**src/rtl/rst_seq_pkg.sv**
```systemverilog
package rst_seq_pkg;

    typedef enum logic [2:0] {
        ST_IDLE,
        ST_WAIT_BUS,
        ST_EXT_HOLD,
        ST_STRETCH,
        ST_RISE,
        ST_START
    } seq_state_e;

endpackage

```
**src/rtl/rst_pin_sync.sv**
```systemverilog
module rst_pin_sync #(
    parameter int STAGES = 2
) (
    input  logic clk,
    input  logic rst_n,
    input  logic pin_in,
    output logic pin_low
);
    logic [STAGES-1:0] sh_q;

    always_ff @(posedge clk or negedge rst_n) begin
        if (!rst_n) begin
            sh_q <= '1;
        end else begin
            sh_q[0] <= pin_in;
            for (int i = 1; i < STAGES; i++) begin
                sh_q[i] <= sh_q[i-1];
            end
        end
    end

    assign pin_low = ~sh_q[STAGES-1];
endmodule

```
**src/rtl/rst_src_class.sv**
```systemverilog
module rst_src_class #(
    parameter int N_IMM = 3
) (
    input  logic [N_IMM-1:0] imm_req,
    input  logic             defer_req,
    output logic             imm_any,
    output logic             hold_any
);
    logic [N_IMM:0] chain;

    assign chain[0] = 1'b0;
    for (genvar g = 0; g < N_IMM; g++) begin : g_or
        assign chain[g+1] = chain[g] | imm_req[g];
    end

    assign imm_any  = chain[N_IMM];
    assign hold_any = chain[N_IMM] | defer_req;
endmodule

```
**src/rtl/rst_seq_ctrl.sv**
```systemverilog
module rst_seq_ctrl
    import rst_seq_pkg::*;
#(
    parameter int QUAL_CYC    = 590,
    parameter int HOLD_CYC    = 328,
    parameter int STRETCH_CYC = 512,
    parameter int RISE_CYC    = 14,
    parameter int SYNC_STAGES = 2
) (
    input  logic clk,
    input  logic por_n,
    input  logic ext_pin_in,
    input  logic wdog_req,
    input  logic dbl_fault_req,
    input  logic rst_instr_req,
    input  logic clk_fail_req,
    input  logic bus_active,
    output logic int_rst,
    output logic ext_drive,
    output logic bus_mon_en,
    output logic bus_abort,
    output logic bus_tristate,
    output logic ctrl_inactive,
    output logic start_fetch
);
    localparam int SRC_CYC = HOLD_CYC + STRETCH_CYC;
    localparam int MAX_A   = (QUAL_CYC > SRC_CYC) ? QUAL_CYC : SRC_CYC;
    localparam int MAX_C   = (MAX_A > RISE_CYC) ? MAX_A : RISE_CYC;
    localparam int CW      = $clog2(MAX_C + 1);

    typedef struct packed {
        seq_state_e     st;
        logic [CW-1:0]  cnt;
        logic           from_ext;
    } regs_t;

    regs_t q, d;

    logic pin_low_raw, pin_low, imm_any, hold_any, abortable, cnt_zero;

    rst_pin_sync #(.STAGES(SYNC_STAGES)) u_sync (
        .clk     (clk),
        .rst_n   (por_n),
        .pin_in  (ext_pin_in),
        .pin_low (pin_low_raw)
    );

    rst_src_class #(.N_IMM(3)) u_class (
        .imm_req   ({rst_instr_req, dbl_fault_req, wdog_req}),
        .defer_req (clk_fail_req),
        .imm_any   (imm_any),
        .hold_any  (hold_any)
    );

    // the pin is not trusted while this block pulls it low
    assign pin_low   = pin_low_raw & (q.st != ST_STRETCH);
    assign cnt_zero  = (q.cnt == '0);
    assign abortable = (q.st == ST_IDLE) || (q.st == ST_WAIT_BUS) ||
                       (q.st == ST_RISE) || (q.st == ST_START);

    always_comb begin
        d = q;
        if (imm_any && abortable) begin
            d.st       = ST_STRETCH;
            d.cnt      = CW'(SRC_CYC - 1);
            d.from_ext = 1'b0;
        end else begin
            unique case (q.st)
                ST_IDLE: begin
                    if (clk_fail_req) begin
                        d.st       = ST_WAIT_BUS;
                        d.from_ext = 1'b0;
                        d.cnt      = CW'(QUAL_CYC - 1);
                    end else if (pin_low) begin
                        if (cnt_zero) begin
                            d.st       = ST_WAIT_BUS;
                            d.from_ext = 1'b1;
                        end else begin
                            d.cnt = q.cnt - CW'(1);
                        end
                    end else begin
                        d.cnt = CW'(QUAL_CYC - 1);
                    end
                end
                ST_WAIT_BUS: begin
                    if (!bus_active) begin
                        if (q.from_ext) begin
                            d.st = ST_EXT_HOLD;
                        end else begin
                            d.st  = ST_STRETCH;
                            d.cnt = CW'(SRC_CYC - 1);
                        end
                    end
                end
                ST_EXT_HOLD: begin
                    if (!pin_low) begin
                        d.st  = ST_STRETCH;
                        d.cnt = CW'(STRETCH_CYC - 1);
                    end
                end
                ST_STRETCH: begin
                    if (!cnt_zero) begin
                        d.cnt = q.cnt - CW'(1);
                    end else if (!hold_any) begin
                        d.st  = ST_RISE;
                        d.cnt = CW'(RISE_CYC - 1);
                    end
                end
                ST_RISE: begin
                    if (clk_fail_req) begin
                        d.st       = ST_WAIT_BUS;
                        d.from_ext = 1'b0;
                    end else if (!cnt_zero) begin
                        d.cnt = q.cnt - CW'(1);
                    end else if (pin_low) begin
                        d.st = ST_EXT_HOLD;
                    end else begin
                        d.st = ST_START;
                    end
                end
                ST_START: begin
                    if (clk_fail_req) begin
                        d.st       = ST_WAIT_BUS;
                        d.from_ext = 1'b0;
                    end else begin
                        d.st  = ST_IDLE;
                        d.cnt = CW'(QUAL_CYC - 1);
                    end
                end
                default: d.st = ST_IDLE;
            endcase
        end
    end

    always_ff @(posedge clk or negedge por_n) begin
        if (!por_n) begin
            q.st       <= ST_STRETCH;
            q.cnt      <= CW'(SRC_CYC - 1);
            q.from_ext <= 1'b0;
        end else begin
            q <= d;
        end
    end

    assign int_rst       = (q.st == ST_EXT_HOLD) || (q.st == ST_STRETCH) || imm_any;
    assign ext_drive     = (q.st == ST_STRETCH);
    assign bus_mon_en    = (q.st == ST_WAIT_BUS);
    assign bus_abort     = imm_any && abortable;
    assign bus_tristate  = int_rst;
    assign ctrl_inactive = ((q.st == ST_RISE) || (q.st == ST_START)) && !imm_any;
    assign start_fetch   = (q.st == ST_START) && !imm_any && !clk_fail_req;
endmodule


```
**config.mk**
```make
export PLATFORM = sky130hd
export DESIGN_NAME = rst_seq_ctrl
export DESIGN_NICKNAME = d
export VERILOG_FILES = /design/src/rtl/rst_seq_pkg.sv /design/src/rtl/rst_pin_sync.sv /design/src/rtl/rst_src_class.sv /design/src/rtl/rst_seq_ctrl.sv
export SDC_FILE = /design/constraint.sdc
export NUM_CORES = 1
export LEC_CHECK = 0
export ABC_AREA = 1
export ABC_CLOCK_PERIOD_IN_PS = 1700
export BUFFER_PORTS_ARGS = -buffer_cell sky130_fd_sc_hd__buf_4
export CORE_UTILIZATION = 53
export DETAILED_ROUTE_END_ITERATION = 12
export GPL_TIMING_DRIVEN = 0
export PLACE_DENSITY = 0.79
export SYNTH_ARGS = -nofsm -noshare
export SYNTH_HDL_FRONTEND = slang
export SYNTH_SLANG_ARGS = --single-unit
```
**constraint.sdc**
```tcl
create_clock -name clk -period 1.7 [get_ports clk]
set_input_delay 0.34 -clock clk [delete_from_list [all_inputs] [get_ports clk]]
set_output_delay 0.34 -clock clk [all_outputs]
set_load 0.05 [all_outputs]
```
==> run metrics <==
DRT Wirelength=5200 microns; first-pass GRT wire length=7200 microns; Max VDD drop=0.00161 V; CTS Root Cell=clkbuf_4; Slew @ Worst Pin=0.366 ns; H-tree depth=1; Layout area overhead=44.3%; clock sink count=16; final hold violations=0; skew final=0.00667 ns; initial antenna violation count=0; Cells after DPL=284; multi-input logic area=1160 sq um; drt via density=6.06; Worst-Skew Late Latency=0.30 ns; I/O Pins=15; Hold Crit Class=primary input to flip-flop; Final #Nets=293; core area=2590 sq um; Starting Density=0.582; die area=3060 sq um; DRC Markers=0; violated checks=setup timing; post-detail-place hpwl=2890 microns; FF/Latch Area=413 sq um; Cells after Synth=240; pre-CTS setup slack=-0.187 ns; Vias=1885; library cells used by synthesis=30; DRT Pass-1 Iters=5; fraction of layout cells with a size suffix above 1=0.413; final worst-path cycle share=1.07; number of synthesized flops with an enable pin=0; Pwr per Cell Area=2030 nW/um^2; leakage power=0.00108 uW; Die W=55.3 microns; number of global-route vias before repair=1619; # setup viols final=15; maxcap violations=0; final setup margin=-0.127 ns; min cycle time layout=1.83 ns; critical path type=flip-flop to flip-flop; port buffer count=14; Yosys warnings=0; GRT Overall Usage=0.293; initial DRC count=266; Worst Setup End Kind=flip-flop; WL/cell=16.7 microns; crit path launch type=flip-flop; Cell Count, Final, Fillers Out=311; # rows=18; gp weighted congestion=0.966; largest net degree at the start of global routing=17; dominant synthesized flop cell=dfstp_2; Setup TNS=-0.979 ns; Worst-path clk slew=0.11 ns; Yosys reg bits=16; RSZ-0062 raised after global routing=yes; CTS tree=yes; placed cell area=1690 sq um; synthesized area per cell=6.28 sq um; status=finished with violations; GR Overflow Total=0; Antenna Nets Post-Route=0; Max Freq=0.547 GHz; final slew viol count=0; critical-path maximum fanout=5; mapped cell area=1510 sq um; Data required, critical path=1.95 ns; Synth async-reset ratio=1.00; Max clock buf depth=2; fin area=2180 sq um; clock buffers created by TritonCTS=3; layout filler cell count=154; Finished Core Util=0.840; chip height=55.3 microns; Worst slew margin=0.755; syn_nets=251; crit path DAT=2.07 ns; register area share after synthesis=0.274; diode count=0
[layer usage]
layer,up-vias,part of all wire,global-route usage
met3,44,0.090,0.0445
met2,143,0.46,0.439
met1,857,0.39,0.407
met5,-,0,0
li1,841,-,-
met4,0,0.054,0.146
[critical path: stages, from the launching register on]
cell	delay, ns
dfstp_2	0.64
buf_6	0.13
nand2_4	0.06
nor2_4	0.14
buf_6	0.13
buf_4	0.11
nand2_1	0.08
nand2_1	0.09
nand2_1	0.10
nand2_1	0.10
nand2_1	0.08
a21oi_2	0.12
[where the power goes]
group / internal [uW] / switching [uW]
clock: 131 / 140
sequential: 589 / 155
combinational: 1300 / 2100
[cell usage after synthesis (2+ instances only)]
library cell | instances | share of area
nand2_1 | 72 | 0.18
nor2_1 | 33 | 0.082
inv_1 | 30 | 0.075
nand3_1 | 28 | 0.093
dfstp_2 | 10 | 0.17
o21ai_0 | 10 | 0.033
nand2_2 | 7 | 0.029
dfrtp_1 | 6 | 0.10
inv_2 | 5 | 0.012
a21oi_1 | 4 | 0.013
nand4_1 | 4 | 0.017
o211ai_1 | 4 | 0.020
ha_1 | 3 | 0.025
nor2_2 | 3 | 0.012
nor2_4 | 3 | 0.022
nand3_2 | 2 | 0.013
o21ai_2 | 2 | 0.012
xor2_1 | 2 | 0.012
[metrics by stage]
stage                     power, uW  hold slack (ns)
after detailed placement       3060            0.211
after global routing           4690            0.124
after floorplan                2550           0.0444
after CTS                      3650            0.137
after global placement         3040            0.211
final                          4420            0.140
[registers in the layout, summed over array words and instances (netlist names)]
signal and cells:
q 14, u_sync.sh_q 2
[area by class of cell]
cell class / count / share of cell area
Tap cell: 30 / 0.0173
Multi-Input combinational cell: 186 / 0.533
Timing Repair Buffer: 38 / 0.162
Buffer: 2 / 0.0121
Inverter: 35 / 0.0690
Clock buffer: 4 / 0.0167
Sequential cell: 16 / 0.190
[timing repair]
| action | in CTS | in global routing |
|---|---|---|
| gates resized for setup | 18 | 50 |
| hold endpoints to repair | 6 | 0 |
| setup endpoints to repair | 15 | 21 |
| pin swaps | 5 | 16 |
| hold buffers | 1 | 0 |
| buffers inserted | 14 | 9 |
[logic make-up after synthesis]
group | after synthesis | synth area share
buf+inv | 38 | 0.109
compound gates | 24 | 0.0971
xor+xnor | 2 | 0.0116
simple gates | 157 | 0.484
fa+ha+maj | 3 | 0.0249
flops | 16 | 0.274
[worst paths after layout]
path | from | end | slack (ns) | cells past startpoint
hold reg to reg | u_sync.sh_q[0]$_DFF_PN1_ | u_sync.sh_q[1]$_DFF_PN1_ | 0.36 | 0
setup / recovery | q[12]$_DFFE_PN1P_ | q[2]$_DFFE_PN1P_ | -0.13 | 11
max in group asynchronous | por_n | q[3]$_DFFE_PN1P_ | 1.02 | 2
setup reg to reg | q[12]$_DFFE_PN1P_ | q[2]$_DFFE_PN1P_ | -0.13 | 11
hold / removal | ext_pin_in | u_sync.sh_q[0]$_DFF_PN1_ | 0.14 | 1
min in group asynchronous | por_n | q[4]$_DFFE_PN0P_ | 0.42 | 2
[cells in the final DEF (no fill, tap or decap), types with 2 or more instances in the layout]
| cell type | synthesis | routed |
|---|---|---|
| a21oi_1 | 4 | 3 |
| a21oi_2 | 1 | 2 |
| buf_4 | 1 | 24 |
| buf_6 | 1 | 11 |
| buf_8 | 0 | 3 |
| clkbuf_4 | 0 | 3 |
| dfrtp_1 | 6 | 6 |
| dfstp_2 | 10 | 10 |
| ha_4 | 0 | 2 |
| inv_1 | 30 | 25 |
| inv_2 | 5 | 5 |
| inv_4 | 0 | 2 |
| inv_6 | 0 | 2 |
| nand2_1 | 72 | 63 |
| nand2_2 | 7 | 9 |
| nand2_4 | 1 | 7 |
| nand3_1 | 28 | 21 |
| nand3_2 | 2 | 6 |
| nand3_4 | 0 | 3 |
| nand4_1 | 4 | 4 |
| nor2_1 | 33 | 22 |
| nor2_2 | 3 | 7 |
| nor2_4 | 3 | 10 |
| o211ai_1 | 4 | 4 |
| o21ai_0 | 10 | 8 |
| o21ai_1 | 1 | 2 |
| o21ai_2 | 2 | 2 |
| xor2_1 | 2 | 2 |
Note: power is estimated with default switching activity, not from simulation.
